$ cat src/rtl/adc_rd_pkg.sv
package adc_rd_pkg;

    typedef enum logic [2:0] {
        ST_IDLE,
        ST_CNVH,
        ST_CONV,
        ST_SHIFT,
        ST_WAITR,
        ST_LOAD
    } rd_state_e;

    // Events seen on the returned clock and enable after resynchronisation
    typedef struct packed {
        logic edge_stb;
        logic en_fall;
    } ret_evt_t;

    function automatic int unsigned cnt_bits(input int unsigned a,
                                             input int unsigned b,
                                             input int unsigned c);
        int unsigned m;
        m = a;
        if (b > m) m = b;
        if (c > m) m = c;
        return $clog2(m + 1);
    endfunction

endpackage

$ cat src/rtl/adc_rd_seq.sv
module adc_rd_seq
    import adc_rd_pkg::*;
#(
    parameter int unsigned T_CNVH = 4,
    parameter int unsigned T_CONV = 57,
    parameter int unsigned N_EDGE = 32
) (
    input  logic clk,
    input  logic rst,
    input  logic start,
    input  logic ret_fall,
    output logic conv_n,
    output logic sck,
    output logic sck_en,
    output logic done,
    output logic load
);
    localparam int unsigned CW = cnt_bits(T_CNVH, T_CONV, N_EDGE);
    localparam logic [CW-1:0] CNVH_LAST = CW'(T_CNVH - 1);
    localparam logic [CW-1:0] CONV_LAST = CW'(T_CONV - 1);
    localparam logic [CW-1:0] EDGE_LAST = CW'(N_EDGE - 1);

    rd_state_e      st;
    logic [CW-1:0]  cnt;

    always_ff @(posedge clk) begin
        if (rst) begin
            st  <= ST_IDLE;
            cnt <= '0;
        end else begin
            case (st)
                ST_IDLE: begin
                    if (start) begin
                        st  <= ST_CNVH;
                        cnt <= CNVH_LAST;
                    end
                end
                ST_CNVH: begin
                    if (cnt == '0) begin
                        st  <= ST_CONV;
                        cnt <= CONV_LAST;
                    end else begin
                        cnt <= cnt - 1'b1;
                    end
                end
                ST_CONV: begin
                    if (cnt == '0) begin
                        st  <= ST_SHIFT;
                        cnt <= '0;
                    end else begin
                        cnt <= cnt - 1'b1;
                    end
                end
                ST_SHIFT: begin
                    if (cnt == EDGE_LAST) begin
                        st  <= ST_WAITR;
                        cnt <= '0;
                    end else begin
                        cnt <= cnt + 1'b1;
                    end
                end
                ST_WAITR: begin
                    if (ret_fall) st <= ST_LOAD;
                end
                ST_LOAD:  st <= ST_IDLE;
                default:  st <= ST_IDLE;
            endcase
        end
    end

    assign conv_n = (st == ST_CNVH);
    assign sck_en = (st == ST_SHIFT);
    assign sck    = sck_en & cnt[0];
    assign done   = (st == ST_IDLE);
    assign load   = (st == ST_LOAD);

    p_done_drop_r2: assert property (@(posedge clk) disable iff (rst)
        (done && start) |=> !done);

    p_gap_r3: assert property (@(posedge clk) disable iff (rst)
        $rose(sck_en) |-> !$past(conv_n));

    p_edge_limit_r3: assert property (@(posedge clk) disable iff (rst)
        (st == ST_SHIFT) |-> (cnt <= EDGE_LAST));

    p_sck_gated_r3: assert property (@(posedge clk) disable iff (rst)
        !sck_en |-> !sck);

    p_pulse_from_idle_r8: assert property (@(posedge clk) disable iff (rst)
        $rose(conv_n) |-> $past(done));

    p_done_after_load_r7: assert property (@(posedge clk) disable iff (rst)
        $rose(done) |-> $past(load));

endmodule

$ cat src/rtl/adc_rd_retsync.sv
module adc_rd_retsync
    import adc_rd_pkg::*;
#(
    parameter int unsigned LANES = 4
) (
    input  logic             clk,
    input  logic             rst,
    input  logic             ret_clk,
    input  logic             ret_en,
    input  logic [LANES-1:0] sdo_i,
    output ret_evt_t         evt,
    output logic [LANES-1:0] bits
);
    logic clk_q, clk_p, en_q, en_p;

    always_ff @(posedge clk) begin
        if (rst) begin
            clk_q <= 1'b0;
            clk_p <= 1'b0;
            en_q  <= 1'b0;
            en_p  <= 1'b0;
            bits  <= '0;
        end else begin
            clk_q <= ret_clk;
            clk_p <= clk_q;
            en_q  <= ret_en;
            en_p  <= en_q;
            bits  <= sdo_i;
        end
    end

    // Both edge directions of the returned clock produce a capture strobe
    assign evt.edge_stb = clk_q ^ clk_p;
    assign evt.en_fall  = en_p & ~en_q;

    p_single_fall_r7: assert property (@(posedge clk) disable iff (rst)
        evt.en_fall |=> !evt.en_fall);

endmodule

$ cat src/rtl/adc_rd_lane.sv
module adc_rd_lane #(
    parameter int unsigned LW = 32
) (
    input  logic          clk,
    input  logic          rst,
    input  logic          stb,
    input  logic          bit_i,
    output logic [LW-1:0] sr
);
    always_ff @(posedge clk) begin
        if (rst) begin
            sr <= '0;
        end else if (stb) begin
            sr <= {sr[LW-2:0], bit_i};
        end
    end

    p_hold_no_edge_r4: assert property (@(posedge clk) disable iff (rst)
        !stb |=> $stable(sr));

endmodule

$ cat src/rtl/adc_ddr_readout.sv
module adc_ddr_readout
    import adc_rd_pkg::*;
#(
    parameter int unsigned WIDTH    = 16,
    parameter int unsigned CHANNELS = 8,
    parameter int unsigned LANES    = 4,
    parameter int unsigned T_CNVH   = 4,
    parameter int unsigned T_CONV   = 57
) (
    input  logic                        clk,
    input  logic                        rst,
    input  logic                        start,
    input  logic                        ret_clk,
    input  logic                        ret_en,
    input  logic [LANES-1:0]            sdo_i,
    output logic                        conv_n,
    output logic                        sck,
    output logic                        sck_en,
    output logic                        done,
    output logic [CHANNELS*WIDTH-1:0]   sample_o
);
    localparam int unsigned CPL    = CHANNELS / LANES;
    localparam int unsigned LW     = CPL * WIDTH;
    localparam int unsigned N_EDGE = LW;

    ret_evt_t         evt;
    logic [LANES-1:0] bits;
    logic             load;
    logic [LW-1:0]    lane_sr [LANES];

    adc_rd_seq #(
        .T_CNVH (T_CNVH),
        .T_CONV (T_CONV),
        .N_EDGE (N_EDGE)
    ) u_seq (
        .clk      (clk),
        .rst      (rst),
        .start    (start),
        .ret_fall (evt.en_fall),
        .conv_n   (conv_n),
        .sck      (sck),
        .sck_en   (sck_en),
        .done     (done),
        .load     (load)
    );

    adc_rd_retsync #(
        .LANES (LANES)
    ) u_sync (
        .clk     (clk),
        .rst     (rst),
        .ret_clk (ret_clk),
        .ret_en  (ret_en),
        .sdo_i   (sdo_i),
        .evt     (evt),
        .bits    (bits)
    );

    for (genvar l = 0; l < LANES; l++) begin : g_lane
        adc_rd_lane #(
            .LW (LW)
        ) u_lane (
            .clk   (clk),
            .rst   (rst),
            .stb   (evt.edge_stb),
            .bit_i (bits[l]),
            .sr    (lane_sr[l])
        );
    end

    // A lane register already holds its channels in ascending slot order
    always_ff @(posedge clk) begin
        if (rst) begin
            sample_o <= '0;
        end else if (load) begin
            for (int l = 0; l < LANES; l++) begin
                sample_o[l*LW +: LW] <= lane_sr[l];
            end
        end
    end

    p_hold_idle_r9: assert property (@(posedge clk) disable iff (rst)
        (done && $past(done)) |-> $stable(sample_o));

    p_words_frozen_busy_r7: assert property (@(posedge clk) disable iff (rst)
        (!done && !load) |=> $stable(sample_o));

endmodule

$ cat config.mk
export PLATFORM = sky130hd
export DESIGN_NAME = adc_ddr_readout
export DESIGN_NICKNAME = d
export VERILOG_FILES = /design/src/rtl/adc_rd_pkg.sv /design/src/rtl/adc_rd_seq.sv /design/src/rtl/adc_rd_retsync.sv /design/src/rtl/adc_rd_lane.sv /design/src/rtl/adc_ddr_readout.sv
export SDC_FILE = /design/constraint.sdc
export NUM_CORES = 1
export LEC_CHECK = 0
export BUFFER_PORTS_ARGS = -buffer_cell sky130_fd_sc_hd__buf_4
export CAP_MARGIN = 20
export CORE_MARGIN = 5
export CORE_UTILIZATION = 40
export DETAILED_ROUTE_END_ITERATION = 8
export GPL_ROUTABILITY_DRIVEN = 0
export HOLD_SLACK_MARGIN = 0.05
export SLEW_MARGIN = 30
export SYNTH_ARGS = -nofsm -noshare
export SYNTH_HDL_FRONTEND = slang
export SYNTH_HIERARCHICAL = 1
export SYNTH_SLANG_ARGS = --single-unit
$ cat constraint.sdc
create_clock -name clk -period 1.73 [get_ports clk]
set_input_delay 0.0865 -clock clk [delete_from_list [all_inputs] [get_ports clk]]
set_output_delay 0.0865 -clock clk [all_outputs]
set_load 0.03 [all_outputs]
==> results of run 1 <==
==> area by class of cell <==
| type | instances | share of cell area |
|---|---|---|
| Tap cell | 330 | 0.0329 |
| Timing Repair Buffer | 179 | 0.124 |
| Sequential cell | 273 | 0.436 |
| Inverter | 4 | 0.00120 |
| Clock buffer | 39 | 0.0640 |
| Multi-Input combinational cell | 591 | 0.325 |
| Clock inverter | 14 | 0.0164 |
==> registers in the layout, summed over array words and instances, names as in the netlist <==
name	count
u_sync/clk_p	1
u_seq/cnt	6
u_sync/en_q	1
u_sync/bits	4
g_lane.u_lane/sr	128
u_seq/st	3
u_sync/en_p	1
sample_o	128
u_sync/clk_q	1
==> cell families after synthesis <==
family	count (synthesis)	synth area share
compound gates	26	0.0165
xor+xnor	6	0.00513
fa+ha+maj	3	0.00367
buf+inv	67	0.0704
flops	273	0.534
mux	257	0.251
simple gates	299	0.119
==> placed cells by master (no fill, tap or decap), types with 2 or more instances in the layout <==
master and count:
dfxtp_1 269, o22ai_1 2, nand3b_1 3, bufinv_16 5, nor2b_1 10, a21oi_1 4, buf_4 156, clkbuf_16 29
nand2_1 2, inv_1 3, dfxtp_2 4, nand3_1 3, clkbuf_8 5, buf_12 15, ha_1 3, mux2i_1 256
xor2_1 4, nor2_1 264, a31oi_1 6, clkinv_2 6, o21ai_0 3, nor3_1 7, o21a_1 2, dlygate4sd3_1 7
clkbuf_1 6, o21ai_1 3
==> what timing repair did <==
action,CTS,global route
hold endpoints to repair,7,0
hold buffers,7,0
pin swaps,1,1
setup buffers,2,0
gates resized for setup,2,2
endpoints found under the setup margin,3,3
==> per-stage QoR <==
| step | setup slack (ns) | instance area [µm²] | std cells | power (mW) |
|---|---|---|---|---|
| after detailed placement | 0.131 | 11400 | 1368 | 7.86 |
| final | 0.0881 | 12500 | 1430 | 14.2 |
| after global routing | 0.00453 | 12500 | 1430 | 14.8 |
| after global placement | 0.141 | 11400 | 1368 | 7.87 |
| after CTS | 0.0217 | 12500 | 1430 | 14.4 |
| after floorplan | 0.153 | 10200 | 931 | 7.63 |
==> path summary, 6_finish.rpt <==
check                                  from                         end  slack [ns]
hold / removal                          rst  sample_o[110]$_SDFFE_PP0P_        0.08
setup / recovery   u_seq/st[2]$_SDFFE_PP0P_                      conv_n        0.09
hold reg to reg      u_sync/en_q$_SDFF_PP0_      u_sync/en_p$_SDFF_PP0_        0.46
setup reg to reg  u_seq/cnt[1]$_SDFFE_PP0P_   u_seq/cnt[1]$_SDFFE_PP0P_        0.17
==> power by group <==
group	leakage [nW]	internal (mW)	switching, mW
clock network	0.496	4.00	2.42
registers	2.20	6.37	0.107
logic	2.28	0.582	0.690
==> per-layer routing <==
metal	vias up	wire, µm	global-route usage
li1	3430	-	-
met1	3104	9600	0.189
met2	151	8640	0.206
met3	30	1120	0.0314
met4	0	394	0.0385
met5	-	0	0
==> flow_metrics.env, run 1 <==
export IMPL_holdPathStages=2
export IMPL_dieArea_um2=28900
export IMPL_syn_num_nets=943
export IMPL_fmax_mhz=609
export IMPL_worstSetupPathType="flip-flop to output port"
export IMPL_p_per_area_nw_per_um2=1130
export IMPL_rsz0062_at_grt="no"
export IMPL_finalMaxSlewViolations=0
export IMPL_layout_min_cycle_time_ns=1.64
export IMPL_post_route_cells_drive_above_1_share=0.211
export IMPL_initial_core_util=0.407
export IMPL_drc=0
export IMPL_ant_nets=0
export IMPL_startpoint_type="flip-flop"
export IMPL_cp_slowest_cell="dfxtp_2"
export IMPL_grt_max_degree=70
export IMPL_synth_top_area_cell="dfxtp_1"
export IMPL_postLayoutCoreUtil=0.498
export IMPL_post_drt_via_cell_ratio=4.70
export IMPL_syn_to_final_growth_pct=22.5
export IMPL_antennaDiodeCount=0
export IMPL_arrival_ns=1.56
export IMPL_dr_pass1_iters=7
export IMPL_core_um2=25200
export IMPL_fillers=2324
export IMPL_finalCritPeriodShare=0.949
export IMPL_io_buffers=140
export IMPL_whs_ns=0.0763
export IMPL_syn_inst=931
export IMPL_clkSlewWorstSetupHoldPaths_ns=0.06
export IMPL_ff_latch_area_um2=5470
export IMPL_p_leak_nw=4.98
export IMPL_cp_data_required_time_ns=1.64
export IMPL_max_stage_delay_ns=0.37
export IMPL_yosysWarningCount=6
export IMPL_cp_end_kind="output port"
export IMPL_syn_area_um2=10200
export IMPL_cpMostUsedCell="buf_4"
export IMPL_ys_dominant_reg_cell="dfxtp_1"
export IMPL_fin_skew_ns=0.0121
export IMPL_synth_top_cell_area_share=0.534
export IMPL_max_slew_margin=0.627
export IMPL_hold_viol_final=0
export IMPL_post_synth_top_count_cell="dfxtp_1"
export IMPL_rr_worst_depth=5
export IMPL_async_reset_ff_frac=0
export IMPL_synth_edf_count=0
export IMPL_grt_usage=0.134
export IMPL_drt_iter0_markers=456
export IMPL_worst_path_max_fanout=10
export IMPL_cp_num_buf_inv=3
export IMPL_synth_area_leaders="dfxtp_1, mux2i_1, nor2_1"
export IMPL_path_depth=4
export IMPL_fin_nets=1090
export IMPL_path_delay_family="buffers and inverters"
export IMPL_holdCritPathClass="primary input to flip-flop"
export IMPL_clock_sinks=273
export IMPL_tightest_slew_ns=0.559
export IMPL_grt_pass1_wl_mm=33.2
export IMPL_crit_path_cell_trace="buf_4 > nor3b_2 > buf_4 > buf_4"
export IMPL_setup_tns_final_ns=0
export IMPL_clockRootBuffer="clkbuf_16"
export IMPL_wire_per_inst_um=13.8
export IMPL_overflow=0
export IMPL_wl_mm=19.8
export IMPL_cts_made_buffers=29
export IMPL_maxCapViolCount=0
export IMPL_core_rowCount=58
export IMPL_cts_tree="done"
export IMPL_synth_seq_cells=273
export IMPL_clock_latency_ns=0.53
export IMPL_dr_total_vias=6715
export IMPL_grt_pass1_vias=6483
export IMPL_fp_dieW_um=170
export IMPL_cts_buffer_depth=3
export IMPL_vdd_ir_drop_max_v=0.000850
export IMPL_multiInputGateArea_um2=4080
export IMPL_synth_commonest_cells="dfxtp_1, nor2_1, mux2i_1"
export IMPL_antenna_found_initial=0
export IMPL_die_h_um=170
export IMPL_outcome="finished, final reports clean"
export IMPL_finalSetupViolCount=0
export IMPL_synth_cell_type_count=42
export IMPL_avgSynthCellArea_um2=11.0
export IMPL_dp_hpwl_mm=12.8
export IMPL_io_pins=141
export IMPL_htree_levels=1
export IMPL_yosysSeqAreaShare=0.534
Power figures use the tool's default switching activity.
==> run 2: changes to the inputs <==
- clock period: 1.73 -> 1.8 ns (I/O delays scaled with it)
==> run 2 against run 1 <==
Against the previous run: sequential cell count did not move; cell area down 1.1%; clock skew hardly changed; register-to-register slack improved by 0.04 ns.
==> flow_metrics.env, run 2 (same netlist as run 1, synthesis figures left out) <==
export IMPL_internal_power_mw=10.4
export IMPL_fillers=2351
export IMPL_busiest_layer="met2"
export IMPL_startpoint_type="flip-flop"
export IMPL_setup_tns_final_ns=0
export IMPL_combPwrFrac=0.080
export IMPL_fin_skew_ns=0.0117
export IMPL_post_drt_via_cell_ratio=4.67
export IMPL_dr_total_vias=6626
export IMPL_outcome="finished, final reports clean"
export IMPL_core_rowCount=58
export IMPL_holdCritPathClass="primary input to flip-flop"
export IMPL_layout_commonest_cell="dfxtp_1"
export IMPL_worstSetupPathType="flip-flop to output port"
export IMPL_cp_startpoint="u_seq/st[2]$_SDFFE_PP0P_"
export IMPL_finalMaxSlewViolations=0
export IMPL_clockPowerShare=0.454
export IMPL_vdd_ir_drop_max_v=0.00113
export IMPL_reg2reg_slack_ns=0.21
export IMPL_whs_ns=0.325
export IMPL_syn_to_final_growth_pct=21.1
export IMPL_tightest_slew_ns=0.533
export IMPL_io_pins=141
export IMPL_finalCritPeriodShare=0.926
export IMPL_layout_min_cycle_time_ns=1.67
export IMPL_die_h_um=170
export IMPL_antenna_found_initial=0
export IMPL_p_leak_nw=4.90
export IMPL_cts_made_buffers=29
export IMPL_drt_iter0_markers=349
export IMPL_post_place_ws_ns=0.221
export IMPL_cp_end_kind="output port"
export IMPL_setup_ws_ns=0.133
export IMPL_dieArea_um2=28900
export IMPL_clkSlewWorstSetupHoldPaths_ns=0.06
export IMPL_grt_pass1_vias=6350
export IMPL_clock_sinks=273
export IMPL_pwr_share_seq=0.467
export IMPL_post_route_cells_drive_above_1_share=0.197
export IMPL_core_um2=25200
export IMPL_initial_core_util=0.407
export IMPL_htree_levels=1
export IMPL_wire_per_inst_um=13.9
export IMPL_reg2reg_from="u_seq/cnt[0]$_SDFFE_PP0P_"
export IMPL_antennaDiodeCount=0
export IMPL_grt_max_degree=73
export IMPL_fp_dieW_um=170
export IMPL_reg2reg_to="u_seq/st[0]$_SDFFE_PP0P_"
export IMPL_hold_viol_final=0
export IMPL_drc=0
export IMPL_dr_pass1_iters=4
export IMPL_dpl_instance_area_um2=11300
export IMPL_max_slew_margin=0.644
export IMPL_final_cell_mix="dfxtp_1, nor2_1, mux2i_1"
export IMPL_fin_nets=1079
export IMPL_sw_frac_of_total=0.228
export IMPL_fmax_mhz=600
export IMPL_cts_tree="done"
export IMPL_io_buffers=140
export IMPL_grt_pass1_wl_mm=33.2
export IMPL_dp_hpwl_mm=12.6
export IMPL_clockRootBuffer="clkbuf_16"
export IMPL_grt_util_met2=0.203
export IMPL_maxCapViolCount=0
export IMPL_final_cells=1419
export IMPL_arrival_ns=1.58
export IMPL_ant_nets=0
export IMPL_power_total_mw=13.4
export IMPL_grt_usage=0.134
export IMPL_worst_path_max_fanout=9
export IMPL_wl_mm=19.7
export IMPL_p_switching_mw=3.06
export IMPL_grt_met3_usage=0.0272
export IMPL_postLayoutCoreUtil=0.492
export IMPL_final_cell_area_um2=12400
export IMPL_endpoint="conv_n"
export IMPL_grtUsageMet1=0.196
export IMPL_rr_worst_depth=5
export IMPL_placedCellCount=1355
export IMPL_clock_latency_ns=0.53
export IMPL_overflow=0
export IMPL_largestRegisters="g_lane.u_lane/sr (128), sample_o (128), u_seq/cnt (6)"
export IMPL_rsz0062_at_grt="no"
export IMPL_p_per_area_nw_per_um2=1080
export IMPL_finalSetupViolCount=0
export IMPL_cts_buffer_depth=3
export IMPL_cp_data_required_time_ns=1.71
-- run 2: changes by cell type in the layout (fill, tap and decap cells not counted), moves of 2 or more --
| cell | change |
|---|---|
| clkbuf_8 | +2 |
| dlygate4sd3_1 | +2 |
| buf_12 | -4 |
| clkbuf_1 | +2 |
| dfxtp_1 | +2 |
| dfxtp_2 | -2 |
| buf_4 | -9 |
-- run 2: worst min-delay path by stage --
stage              from  cells past startpoint                        end  slack (ns)
5_1_grt        sdo_i[1]                      3  u_sync/bits[1]$_SDFF_PP0_        0.32
3_3_place_gp     ret_en                      2     u_sync/en_q$_SDFF_PP0_        0.30
6_report         ret_en                      3     u_sync/en_q$_SDFF_PP0_        0.33
2_1_floorplan       rst                      1  u_sync/bits[0]$_SDFF_PP0_        0.16
4_1_cts        sdo_i[2]                      3  u_sync/bits[2]$_SDFF_PP0_        0.29
3_5_place_dp     ret_en                      2     u_sync/en_q$_SDFF_PP0_        0.31
-- run 2: timing repair --
item                                   in CTS  in global routing
setup endpoints to repair                   2                  3
resized for setup                           0                  3
endpoints found under the hold margin      33                  0
setup buffers                               2                  0
hold buffers                                9                  0
-- run 2: critical path, stage by stage, from the launching register on --
cell     delay, ns
dfxtp_1       0.35
buf_4         0.19
nor3b_4       0.29
buf_4         0.21
-- run 2: power groups by stage --
| stage | clock network, mW | logic (mW) | registers, mW |
|---|---|---|---|
| global placement | 0 | 1.04 | 6.39 |
| detailed placement | 0 | 1.04 | 6.39 |
| global route | 6.57 | 1.16 | 6.28 |
| floorplan | 0 | 1.04 | 6.29 |
| CTS | 6.28 | 1.06 | 6.26 |
| finish | 6.09 | 1.07 | 6.27 |
-- run 2: cell type report --
type	count	area, µm²	area share
sequential	273	5470	0.441
clock buffer	43	838	0.0676
inverter	4	15.0	0.00121
clock inverter	10	154	0.0124
multi-input combinational	591	4090	0.329
tap	330	413	0.0333
timing repair buffer	168	1430	0.115
-- run 2: layer usage --
metal	vias up	share of wire
met2	118	0.44
met3	24	0.044
met5	-	0
li1	3397	-
met4	0	0.020
met1	3087	0.50
==> run 3: changes to the inputs <==
--- a/config.mk
+++ b/config.mk
@@ -6,5 +6,5 @@
 export NUM_CORES = 1
 export LEC_CHECK = 0
-export BUFFER_PORTS_ARGS = -buffer_cell sky130_fd_sc_hd__buf_4
+export BUFFER_PORTS_ARGS = -buffer_cell sky130_fd_sc_hd__buf_2
 export CAP_MARGIN = 20
 export CORE_MARGIN = 5
==> constraint.sdc (replaced) <==
create_clock -name clk -period 1.8 [get_ports clk]
set_input_delay 0 -clock clk [delete_from_list [all_inputs] [get_ports clk]]
set_output_delay 0 -clock clk [all_outputs]
set_load 0.03 [all_outputs]
==> run 3 against run 2 <==
Against the previous run: count of clock-buffer cells in the layout decreased by 3; utilization shrank 1.6 points; critical path depth is the same; worst setup slack worse by 0.026 ns; cell count fell by 0.14%; via count is 0.30% lower; cell area shrank 3.2%; sequential power barely moved; register-to-register slack worse by 0.10 ns; total power decreased by 2.3%; maximum frequency shrank 1.6%; sequential cell count unchanged; critical endpoint is now sck_en; largest cell class unchanged; largest power group unchanged.
==> flow_metrics.env, run 3 (same netlist as run 1, synthesis figures left out) <==
export IMPL_outcome="finished, final reports clean"
export IMPL_startpoint_type="flip-flop"
export IMPL_die_h_um=170
export IMPL_wl_mm=19.6
export IMPL_post_drt_via_cell_ratio=4.66
export IMPL_cp_slowest_cell="dfxtp_1"
export IMPL_dp_hpwl_mm=12.4
export IMPL_syn_to_final_growth_pct=17.2
export IMPL_max_stage_delay_ns=0.40
export IMPL_vdd_ir_drop_max_v=0.00105
export IMPL_tightest_slew_ns=0.504
export IMPL_drt_iter0_markers=375
export IMPL_cp_end_kind="output port"
export IMPL_antenna_found_initial=0
export IMPL_grt_pass1_wl_mm=32.7
export IMPL_final_cell_mix="dfxtp_1, nor2_1, mux2i_1"
export IMPL_clock_sinks=273
export IMPL_hold_viol_final=0
export IMPL_grt_pass1_vias=6293
export IMPL_wire_per_inst_um=13.8
export IMPL_fin_skew_ns=0.0236
export IMPL_clockRootBuffer="clkbuf_16"
export IMPL_path_delay_family="buffers and inverters"
export IMPL_htree_levels=1
export IMPL_layout_commonest_cell="dfxtp_1"
export IMPL_arrival_ns=1.69
export IMPL_setup_tns_final_ns=0
export IMPL_cts_buffer_depth=3
export IMPL_fin_nets=1079
export IMPL_fmax_mhz=590
export IMPL_cts_tree="done"
export IMPL_core_rowCount=58
export IMPL_clock_latency_ns=0.54
export IMPL_largestRegisters="g_lane.u_lane/sr (128), sample_o (128), u_seq/cnt (6)"
export IMPL_grt_max_degree=68
export IMPL_maxCapViolCount=0
export IMPL_dr_pass1_iters=4
export IMPL_overflow=0
export IMPL_finalMaxSlewViolations=0
export IMPL_clkSlewWorstSetupHoldPaths_ns=0.06
export IMPL_post_route_cells_drive_above_1_share=0.198
export IMPL_grt_usage=0.133
export IMPL_dieArea_um2=28900
export IMPL_ant_nets=0
export IMPL_fp_dieW_um=170
export IMPL_p_leak_nw=4.89
export IMPL_io_pins=141
export IMPL_worst_path_max_fanout=10
export IMPL_holdCritPathClass="primary input to flip-flop"
export IMPL_cp_num_buf_inv=2
export IMPL_initial_core_util=0.407
export IMPL_power_total_mw=13.1
export IMPL_rsz0062_at_grt="no"
export IMPL_worstSetupPathType="flip-flop to output port"
export IMPL_crit_path_cell_trace="nand3b_1 > inv_2 > buf_2"
export IMPL_antennaDiodeCount=0
export IMPL_cp_data_required_time_ns=1.80
export IMPL_cts_made_buffers=29
export IMPL_p_per_area_nw_per_um2=1090
export IMPL_finalSetupViolCount=0
export IMPL_finalCritPeriodShare=0.941
export IMPL_max_slew_margin=0.664
export IMPL_drc=0
export IMPL_dr_total_vias=6606
export IMPL_core_um2=25200
export IMPL_layout_min_cycle_time_ns=1.69
export IMPL_io_buffers=140
run 3: changes by cell type in the layout (fill, tap and decap cells not counted):
cell | before | now
clkinvlp_4 | 0 | 2
dlygate4sd3_1 | 9 | 10
clkbuf_1 | 8 | 5
nor3b_4 | 1 | 0
bufinv_16 | 4 | 2
buf_4 | 147 | 7
buf_2 | 0 | 139
nor3b_2 | 0 | 1
clkinv_2 | 5 | 6
run 3: cell type report:
| class | count | area (µm²) |
|---|---|---|
| fillers | 2337 | 13200 |
| repair buffers | 168 | 1080 |
| flip-flops and latches | 273 | 5470 |
| well taps | 330 | 413 |
| multi-input cells | 591 | 4080 |
| clock inverters | 11 | 114 |
| clock buffers | 40 | 827 |
| inverters | 4 | 15.0 |
run 3: worst paths after layout:
kind	cells after the start	end	start	slack [ns]
max	3	sck_en	u_seq/st[2]$_SDFFE_PP0P_	0.11
min	3	u_sync/en_q$_SDFF_PP0_	ret_en	0.21
min reg2reg	1	u_sync/en_p$_SDFF_PP0_	u_sync/en_q$_SDFF_PP0_	0.46
max reg2reg	5	u_seq/cnt[1]$_SDFFE_PP0P_	u_seq/cnt[0]$_SDFFE_PP0P_	0.11
run 3: routing by layer:
metal / GRT usage / vias to the layer above / wire [µm] / share of wire
met5: 0 / - / 0 / 0
met4: 0.0344 / 0 / 333 / 0.017
met3: 0.0323 / 28 / 1230 / 0.063
met2: 0.207 / 134 / 8650 / 0.44
met1: 0.186 / 3049 / 9340 / 0.48
li1: - / 3395 / - / -
run 3: what timing repair did:
action,in CTS,in global routing
setup endpoints to repair,0,2
gates resized for setup,0,2
endpoints found under the hold margin,65,0
setup buffers,0,2
hold buffers,10,0
run 3: where the power goes:
group          internal, mW  switching [mW]  total, mW  leakage [nW]
Clock                  3.47            2.32       5.79         0.463
Sequential             6.12           0.154       6.28          2.20
Combinational         0.467           0.589       1.06          2.22
Total                  10.1            3.06       13.1          4.89
run 3: worst register-to-register path, stage by stage, from the launching register on:
cell       delay [ns]
dfxtp_1          0.45
inv_1            0.12
ha_1             0.25
and2_2           0.21
o21a_1           0.17
a2111oi_0        0.37
run 3: stage by stage:
step | cells | util | setup slack, ns | hold WS (ns) | instance area, µm²
2_1_floorplan | 931 | - | 0.223 | 0.0716 | 10200
3_3_place_gp | 1354 | 0.434 | 0.251 | 0.211 | 10900
3_5_place_dp | 1354 | 0.434 | 0.195 | 0.216 | 10900
4_1_cts | 1415 | 0.476 | 0.00176 | 0.183 | 12000
5_1_grt | 1417 | 0.476 | 0.0133 | 0.213 | 12000
6_report | 1417 | 0.476 | 0.106 | 0.211 | 12000
